--- src/rtl/rename_pkg.sv ---
package rename_pkg;
  localparam int unsigned ARCH_N_DEF   = 8;
  localparam int unsigned TAG_W_DEF    = 8;
  localparam int unsigned TAG_BASE_DEF = 10;
  localparam int unsigned N_SRC        = 2;
endpackage

--- src/rtl/rename_map_table.sv ---
module rename_map_table #(
  parameter int unsigned ARCH_N = 8,
  parameter int unsigned TAG_W  = 8,
  parameter int unsigned N_RD   = 2,
  localparam int unsigned AW    = $clog2(ARCH_N)
) (
  input  logic                       clk,
  input  logic                       rst_n,
  input  logic [N_RD-1:0][AW-1:0]    rd_idx,
  output logic [N_RD-1:0][TAG_W-1:0] rd_tag,
  input  logic                       wr_en,
  input  logic [AW-1:0]              wr_idx,
  input  logic [TAG_W-1:0]           wr_tag
);
  logic [TAG_W-1:0] map_q [ARCH_N];

  always_ff @(posedge clk) begin
    if (!rst_n) begin
      for (int i = 0; i < ARCH_N; i++) map_q[i] <= TAG_W'(i);
    end else if (wr_en) begin
      map_q[wr_idx] <= wr_tag;
    end
  end

  // lookups read the state before this cycle's write
  for (genvar g = 0; g < N_RD; g++) begin : g_rd
    assign rd_tag[g] = map_q[rd_idx[g]];
  end
endmodule

--- src/rtl/rename_tag_alloc.sv ---
module rename_tag_alloc #(
  parameter int unsigned TAG_W    = 8,
  parameter int unsigned TAG_BASE = 10
) (
  input  logic             clk,
  input  logic             rst_n,
  input  logic             alloc,
  output logic [TAG_W-1:0] tag,
  output logic             ovf
);
  // one extra bit marks that the last tag has been handed out
  logic [TAG_W:0] cnt_q;
  logic           ovf_q;
  logic           spent;

  assign spent = cnt_q[TAG_W];
  assign tag   = spent ? {TAG_W{1'b1}} : cnt_q[TAG_W-1:0];
  assign ovf   = ovf_q;

  always_ff @(posedge clk) begin
    if (!rst_n) begin
      cnt_q <= (TAG_W+1)'(TAG_BASE);
      ovf_q <= 1'b0;
    end else if (alloc) begin
      if (spent) ovf_q <= 1'b1;
      else       cnt_q <= cnt_q + 1'b1;
    end
  end
endmodule

--- src/rtl/rename_out_reg.sv ---
module rename_out_reg #(
  parameter int unsigned DW = 8
) (
  input  logic          clk,
  input  logic          rst_n,
  input  logic          in_valid,
  output logic          in_ready,
  input  logic [DW-1:0] in_data,
  output logic          out_valid,
  input  logic          out_ready,
  output logic [DW-1:0] out_data
);
  logic          vld_q;
  logic [DW-1:0] dat_q;

  assign in_ready  = !vld_q || out_ready;
  assign out_valid = vld_q;
  assign out_data  = dat_q;

  always_ff @(posedge clk) begin
    if (!rst_n) begin
      vld_q <= 1'b0;
      dat_q <= '0;
    end else if (in_ready) begin
      vld_q <= in_valid;
      if (in_valid) dat_q <= in_data;
    end
  end
endmodule

--- src/rtl/rename_stage.sv ---
module rename_stage #(
  parameter int unsigned ARCH_N   = rename_pkg::ARCH_N_DEF,
  parameter int unsigned TAG_W    = rename_pkg::TAG_W_DEF,
  parameter int unsigned TAG_BASE = rename_pkg::TAG_BASE_DEF,
  localparam int unsigned ARCH_W  = $clog2(ARCH_N)
) (
  input  logic              clk,
  input  logic              rst_n,
  input  logic              rename_en,
  input  logic              in_valid,
  output logic              in_ready,
  input  logic              in_dst_vld,
  input  logic [ARCH_W-1:0] in_dst_arch,
  input  logic              in_src1_vld,
  input  logic [ARCH_W-1:0] in_src1_arch,
  input  logic              in_src2_vld,
  input  logic [ARCH_W-1:0] in_src2_arch,
  output logic              out_valid,
  input  logic              out_ready,
  output logic              out_dst_vld,
  output logic [TAG_W-1:0]  out_dst_tag,
  output logic              out_src1_vld,
  output logic [TAG_W-1:0]  out_src1_tag,
  output logic              out_src2_vld,
  output logic [TAG_W-1:0]  out_src2_tag,
  output logic              overflow
);
  localparam int unsigned NS   = rename_pkg::N_SRC;
  localparam int unsigned LW   = TAG_W + 1;
  localparam int unsigned DW   = LW * (NS + 1);

  logic                       fire, alloc;
  logic [TAG_W-1:0]           new_tag;
  logic [NS-1:0][ARCH_W-1:0]  src_arch;
  logic [NS-1:0]              src_vld;
  logic [NS-1:0][TAG_W-1:0]   map_tag;
  logic [NS:0][LW-1:0]        lane;
  logic [NS:0][LW-1:0]        lane_q;
  logic                       st_ready;

  assign src_arch = {in_src2_arch, in_src1_arch};
  assign src_vld  = {in_src2_vld, in_src1_vld};
  assign in_ready = st_ready;
  assign fire     = in_valid && st_ready;
  assign alloc    = fire && rename_en && in_dst_vld;

  rename_map_table #(.ARCH_N(ARCH_N), .TAG_W(TAG_W), .N_RD(NS)) u_map (
    .clk(clk), .rst_n(rst_n),
    .rd_idx(src_arch), .rd_tag(map_tag),
    .wr_en(alloc), .wr_idx(in_dst_arch), .wr_tag(new_tag)
  );

  rename_tag_alloc #(.TAG_W(TAG_W), .TAG_BASE(TAG_BASE)) u_alloc (
    .clk(clk), .rst_n(rst_n), .alloc(alloc), .tag(new_tag), .ovf(overflow)
  );

  // lane 0 = destination, lanes 1..NS = sources; each lane = {present, tag}
  always_comb begin
    lane[0] = {in_dst_vld, in_dst_vld ? (rename_en ? new_tag : TAG_W'(in_dst_arch))
                                      : {TAG_W{1'b0}}};
  end

  for (genvar s = 0; s < NS; s++) begin : g_src
    always_comb begin
      lane[s+1] = {src_vld[s], src_vld[s] ? (rename_en ? map_tag[s] : TAG_W'(src_arch[s]))
                                          : {TAG_W{1'b0}}};
    end
  end

  rename_out_reg #(.DW(DW)) u_out (
    .clk(clk), .rst_n(rst_n),
    .in_valid(in_valid), .in_ready(st_ready), .in_data(lane),
    .out_valid(out_valid), .out_ready(out_ready), .out_data(lane_q)
  );

  assign {out_dst_vld,  out_dst_tag}  = lane_q[0];
  assign {out_src1_vld, out_src1_tag} = lane_q[1];
  assign {out_src2_vld, out_src2_tag} = lane_q[2];
endmodule

--- config.mk ---
export PLATFORM = sky130hd
export DESIGN_NAME = rename_stage
export DESIGN_NICKNAME = d
export VERILOG_FILES = /design/src/rtl/rename_pkg.sv /design/src/rtl/rename_map_table.sv /design/src/rtl/rename_tag_alloc.sv /design/src/rtl/rename_out_reg.sv /design/src/rtl/rename_stage.sv
export SDC_FILE = /design/constraint.sdc
export NUM_CORES = 1
export LEC_CHECK = 0
export CORE_MARGIN = 4
export CORE_UTILIZATION = 45
export DETAILED_ROUTE_END_ITERATION = 7
export PLACE_DENSITY = 0.63
export SKIP_LAST_GASP = 1
export SLEW_MARGIN = 30
export SYNTH_ARGS = -nofsm -noshare
export SYNTH_HDL_FRONTEND = slang
export SYNTH_SLANG_ARGS = --single-unit
--- constraint.sdc ---
create_clock -name clk -period 5.4 [get_ports clk]
set_input_delay 1.08 -clock clk [delete_from_list [all_inputs] [get_ports clk]]
set_output_delay 1.08 -clock clk [all_outputs]
set_load 0.05 [all_outputs]
==> results.sh, run 1 <==
export IMPL_combPwrFrac_pct=11.4
export IMPL_fmax_mhz=253
export IMPL_core_area_um2=10400
export IMPL_synth_edf_count=64
export IMPL_drive_gt1_share_pct=10.3
export IMPL_fillCellCount=942
export IMPL_fin_crit_ns=3.96
export IMPL_yosysTopAreaCellShare_pct=39.4
export IMPL_synth_compound_area_share_pct=8.47
export IMPL_fin_area_um2=5570
export IMPL_cts_resized=0
export IMPL_cp_start_kind="input pin"
export IMPL_cts_sinks=102
export IMPL_grt_pass1_vias=3308
export IMPL_hold_depth=2
export IMPL_ir_worst_vdd_mv=0.124
export IMPL_start_util_pct=46.8
export IMPL_clk_pin_slew_ns=0.10
export IMPL_top_layer="met4"
export IMPL_wl_met3_um=936
export IMPL_grt_max_degree=27
export IMPL_post_place_ws_ns=1.47
export IMPL_post_cts_buffers=0
export IMPL_power_per_cell_area_nw_per_um2=269
export IMPL_synth_cells=439
export IMPL_crit_type="in2out"
export IMPL_synth_top_family_by_area="simple AND/OR/NAND/NOR gates"
export IMPL_path_cells="clkdlybuf4s50_1 -> nand2b_1 -> clkdlybuf4s50_1"
export IMPL_rows=37
export IMPL_finalWorstSetupSlack_ns=1.44
export IMPL_cts_max_level=3
export IMPL_ant_nets=0
export IMPL_wl_met1_um=5340
export IMPL_cp_slowest_cell="clkdlybuf4s50_1"
export IMPL_crit_path_frequent_cell="clkdlybuf4s50_1"
export IMPL_vias=3477
export IMPL_leakagePower_nw=1.88
export IMPL_portBuffers=46
export IMPL_reg2regPathDepth=4
export IMPL_grt_usage_pct=19.2
export IMPL_drtPass1Iterations=4
export IMPL_max_cap_viol_count=0
export IMPL_drc=0
export IMPL_hold_viol=0
export IMPL_synth_top_cell_by_area="edfxtp_1"
export IMPL_clockRootBuffer="clkbuf_8"
export IMPL_hold_path_class="reg2reg"
export IMPL_cts_tree="yes"
export IMPL_cp_max_fo=14
export IMPL_syn_nets=457
export IMPL_avgViaCountPerCell=5.69
export IMPL_clk_latency_ns=0.36
export IMPL_clock_skew_ns=0.0135
export IMPL_grt_setup_unrepaired="no"
export IMPL_synthMuxAreaShare_pct=14.5
export IMPL_cp_required_ns=4.32
export IMPL_power_net_switching_mw=0.406
export IMPL_antenna_cells=0
export IMPL_wirelength_um=12000
export IMPL_relSlewSlack_pct=38.1
export IMPL_area_delta_synth_final_pct=14.3
export IMPL_synth_seq_cells=102
export IMPL_antenna_found_initial=0
export IMPL_swShare_pct=27.1
export IMPL_p_int_mw=1.09
export IMPL_avgSynthCellArea_um2=11.1
export IMPL_final_setup_tns_ns=0
export IMPL_cpPeakStageDelay_ns=0.91
export IMPL_die_h_um=112
export IMPL_setup_viol=0
export IMPL_synthXorXnorAreaFrac_pct=0.359
export IMPL_finalMaxSlewViolations=0
export IMPL_synth_warnings=0
export IMPL_synth_cell_types=46
export IMPL_wl_per_cell_um=19.6
export IMPL_hpwl_um=8880
export IMPL_grt_remaining_overflow=0
export IMPL_nets=488
export IMPL_seqPwrFrac_pct=57.6
export IMPL_dieArea_um2=12600
export IMPL_grt_pass1_wl_um=18500
export IMPL_clkPwrFrac_pct=31.0
export IMPL_ys_top_cells_by_count="nor2_1 (85), edfxtp_1 (64), dfxtp_1 (38), nand2_1 (38), mux2i_1 (27)"
export IMPL_route_met2_wl_um=5510
export IMPL_syn_area_um2=4880
export IMPL_io_pins=47
export IMPL_clock_path_buffers=2
export IMPL_async_flop_share_pct=0
export IMPL_tightest_slew_ns=0.925
export IMPL_synthAdderAreaFrac_pct=0.257
export IMPL_dpl_cell_area_um2=5390
export IMPL_gp_congestion=0.851
export IMPL_ctsHoldBuffers=0
export IMPL_ys_flop_type="edfxtp_1"
export IMPL_crit_path_end_kind="output port"
export IMPL_synth_simple_area_share_pct=17.9
export IMPL_seq_area_frac_synth_pct=55.0
export IMPL_die_w_um=112
export IMPL_drtIter0Drc=228
export IMPL_synthTopCellsByArea="edfxtp_1 (39%), dfxtp_1 (16%), mux4_2 (7.9%)"
export IMPL_fin_crit_sh_pct=73.3
export IMPL_outcome="finished clean"
export IMPL_cp_data_arrival_time_ns=2.88
export IMPL_synth_most_common_cell="nor2_1"
export IMPL_cts_buffers=9
[power groups by stage]
| stage | Combinational [mW] | Clock (mW) | Sequential, mW |
|---|---|---|---|
| 6_report | 0.171 | 0.465 | 0.862 |
| 3_3_place_gp | 0.170 | 0 | 0.880 |
| 2_1_floorplan | 0.0927 | 0 | 0.899 |
| 5_1_grt | 0.183 | 0.497 | 0.865 |
| 3_5_place_dp | 0.170 | 0 | 0.880 |
| 4_1_cts | 0.170 | 0.475 | 0.862 |
[through the flow]
stage / hold slack, ns / instances / power (mW) / util, %
final: 0.456 / 611 / 1.50 / 53.5
after global routing: 0.476 / 611 / 1.55 / 53.5
after CTS: 0.458 / 611 / 1.51 / 53.5
after detailed placement: 0.444 / 595 / 1.05 / 51.7
after global placement: 0.441 / 595 / 1.05 / 51.8
after floorplan: 0.454 / 439 / 0.991 / -
[critical path, delay by kind of cell]
family / cells / cell delay (ns)
buffers and inverters: 2 / 1.36
AND/OR/NAND/NOR: 1 / 0.44
[cell type report]
class                           count  area (um2)  area share [%]
Sequential cell                   102        2680            48.1
Multi-Input combinational cell    300        2030            36.4
Inverter                            7        26.3           0.471
Clock buffer                        9         124            2.22
Clock inverter                      7        63.8            1.14
Tap cell                          136         170            3.05
Timing Repair Buffer               50         480            8.62
[per-layer routing]
metal / up-vias / global-route usage, %
met5: - / 0
met2: 130 / 30.6
met1: 1675 / 26.8
met4: 0 / 6.01
met3: 14 / 3.72
li1: 1658 / -
[worst paths after layout]
path	slack [ns]	startpoint	endpoint
setup reg to reg	3.13	u_out.out_valid	u_map.map_q[1][7]
setup / recovery	1.44	out_ready	in_ready
hold / removal	0.46	u_out.out_data[16]	u_out.out_data[16]
hold reg to reg	0.46	u_out.out_data[16]	u_out.out_data[16]
[state kept, by name, indices dropped and copies added (netlist names)]
signal / count
u_alloc.cnt_q: 9
u_alloc.ovf: 1
u_map.map_q: 64
u_out.out_data: 27
u_out.out_valid: 1
[placed cells by master (no fill, tap or decap), drive strengths merged, types with 6 or more instances in the layout]
master,instances
a22o,8
nand2b,13
o21ai,14
a21oi,21
mux2i,27
nand3,7
nand4,8
buf,6
or3,15
clkbuf,9
nand2,38
nor2,85
inv,10
edfxtp,64
dfxtp,38
clkdlybuf4s50,44
mux4,17
[kinds of logic after synthesis]
| logic type | Yosys count |
|---|---|
| compound gates | 63 |
| fa+ha+maj | 1 |
| buf+inv | 37 |
| flops | 102 |
| simple gates | 185 |
| mux | 49 |
| xor+xnor | 2 |
(Power assumes the default switching activity.)
==> run 2, diff against run 1 <==
==> constraint.sdc (replaced) <==
create_clock -name clk -period 4.1 [get_ports clk]
set_input_delay 0.82 -clock clk [delete_from_list [all_inputs] [get_ports clk]]
set_output_delay 0.82 -clock clk [all_outputs]
set_load 0.05 [all_outputs]
==> run 2 against run 1 <==
  * Worst setup slack got worse by 0.54 ns
  * Wire length grew 3.1%
  * Cell area increased by 1.4%
  * Non-clock buffer count rose by 3
  * Power increased by 40%
  * Clock power rose by 58%
  * Die area is the same
  * Sequential power increased by 32%
  * Via count increased by 0.66%
==> results.sh, run 2 (synthesis results as in run 1) <==
export IMPL_outcome="finished clean"
export IMPL_cp_max_fo=14
export IMPL_r2r_start="u_out.out_valid"
export IMPL_nets=491
export IMPL_grt_pass1_vias=3463
export IMPL_largest_reg_flops=64
export IMPL_cp_required_ns=3.28
export IMPL_dieArea_um2=12600
export IMPL_avgViaCountPerCell=5.70
export IMPL_antenna_cells=0
export IMPL_multi_input_area_um2=2030
export IMPL_portBuffers=46
export IMPL_fin_crit_ns=3.19
export IMPL_leakagePower_nw=1.93
export IMPL_post_cts_buffers=0
export IMPL_cts_buffers=9
export IMPL_seqPwrFrac_pct=54.1
export IMPL_cp_slowest_cell="clkdlybuf4s50_1"
export IMPL_cts_tree="yes"
export IMPL_hpwl_um=9170
export IMPL_wl_per_cell_um=20.1
export IMPL_ir_worst_vdd_mv=0.259
export IMPL_drtIter0Drc=230
export IMPL_hold_path_class="reg2reg"
export IMPL_grt_remaining_overflow=0
export IMPL_cp_data_arrival_time_ns=2.37
export IMPL_relSlewSlack_pct=33.8
export IMPL_die_h_um=112
export IMPL_max_cap_viol_count=0
export IMPL_ant_nets=0
export IMPL_vias=3500
export IMPL_drc=0
export IMPL_power_per_cell_area_nw_per_um2=372
export IMPL_top_register="u_map.map_q"
export IMPL_finalMaxSlewViolations=0
export IMPL_fin_crit_sh_pct=77.9
export IMPL_fillCellCount=920
export IMPL_tightest_slew_ns=0.989
export IMPL_cts_resized=0
export IMPL_grt_usage_pct=20.1
export IMPL_crit_type="in2out"
export IMPL_area_delta_synth_final_pct=15.9
export IMPL_cts_max_level=3
export IMPL_finalWorstSetupSlack_ns=0.907
export IMPL_clk_latency_ns=0.36
export IMPL_cpPeakStageDelay_ns=0.83
export IMPL_fmax_mhz=313
export IMPL_die_w_um=112
export IMPL_clock_path_buffers=2
export IMPL_clock_skew_ns=0.0160
export IMPL_clkPwrFrac_pct=35.1
export IMPL_start_util_pct=46.8
export IMPL_seq_area_um2=2680
export IMPL_setup_viol=0
export IMPL_drive_gt1_share_pct=10.7
export IMPL_io_pins=47
export IMPL_p_int_mw=1.57
export IMPL_post_place_ws_ns=0.851
export IMPL_core_area_um2=10400
export IMPL_crit_path_end_kind="output port"
export IMPL_wirelength_um=12400
export IMPL_regToRegEndpoint="u_map.map_q[1][5]"
export IMPL_ff2ff_setup_slack_ns=1.99
export IMPL_combPwrFrac_pct=10.8
export IMPL_grt_max_degree=27
export IMPL_cp_start_kind="input pin"
export IMPL_power_net_switching_mw=0.535
export IMPL_cts_sinks=102
export IMPL_crit_path_frequent_cell="clkdlybuf4s50_1"
export IMPL_rows=37
export IMPL_hp_start="u_out.out_data[21]"
export IMPL_clockRootBuffer="clkbuf_8"
export IMPL_antenna_found_initial=0
export IMPL_path_cells="clkdlybuf4s50_1 -> nand2b_1 -> buf_4 -> clkdlybuf4s50_1"
export IMPL_reg2regPathDepth=5
export IMPL_final_common_cell="nor2_1"
export IMPL_clk_pin_slew_ns=0.10
export IMPL_ctsHoldBuffers=0
export IMPL_grt_setup_unrepaired="no"
export IMPL_fin_util_pct=54.3
export IMPL_gp_congestion=0.833
export IMPL_final_setup_tns_ns=0
export IMPL_worstHoldEndpoint="u_out.out_data[21]"
export IMPL_hold_depth=2
export IMPL_most_common_layout_cells="nor2_1 (85), edfxtp_1 (64), clkdlybuf4s50_1 (45)"
export IMPL_drtPass1Iterations=4
export IMPL_hold_viol=0
export IMPL_grt_pass1_wl_um=19500
export IMPL_swShare_pct=25.5
run 2: final cells by class:
type	count	area share [%]
tap	136	3.01
multi-input combinational	300	35.9
clock buffer	9	2.19
clock inverter	7	2.01
inverter	7	0.465
sequential	102	47.5
timing repair buffer	53	8.99
run 2: worst max-delay path by stage:
stage	startpoint	endpoint	slack, ns	cells after the start
after floorplan	out_ready	u_map.map_q[1][0]	1.77	5
after global placement	out_ready	in_ready	0.91	4
after detailed placement	rst_n	u_map.map_q[1][0]	0.85	6
after CTS	out_ready	in_ready	0.90	4
after global routing	out_ready	in_ready	0.87	4
final	out_ready	in_ready	0.91	4
run 2: power by group through the flow:
stage / Sequential (mW) / Clock [mW] / Combinational [mW]
after global routing: 1.14 / 0.797 / 0.244
after floorplan: 1.18 / 0 / 0.122
final: 1.14 / 0.737 / 0.227
after detailed placement: 1.16 / 0 / 0.228
after global placement: 1.16 / 0 / 0.226
after CTS: 1.14 / 0.749 / 0.228
run 2: metal layers:
metal,track usage (%),wire [um],share of wire [%],vias up
li1,-,-,-,1669
met1,27.2,5250,42,1675
met2,31.7,5810,47,141
met3,5.93,1130,9.2,15
met4,5.45,170,1.4,0
met5,0,0,0,-
run 2: metrics by stage:
stage | hold slack [ns] | total power, mW | std cells | instance area, um2
CTS | 0.459 | 2.11 | 614 | 5660
global route | 0.487 | 2.18 | 614 | 5650
floorplan | 0.454 | 1.31 | 439 | 4880
detailed placement | 0.446 | 1.39 | 598 | 5420
global placement | 0.440 | 1.39 | 598 | 5420
finish | 0.455 | 2.10 | 614 | 5650
run 2: worst max-delay path, delay by kind of cell:
kind / cells / cell delay (ns)
and+or+nand+nor: 1 / 0.09
buffers and inverters: 3 / 1.46
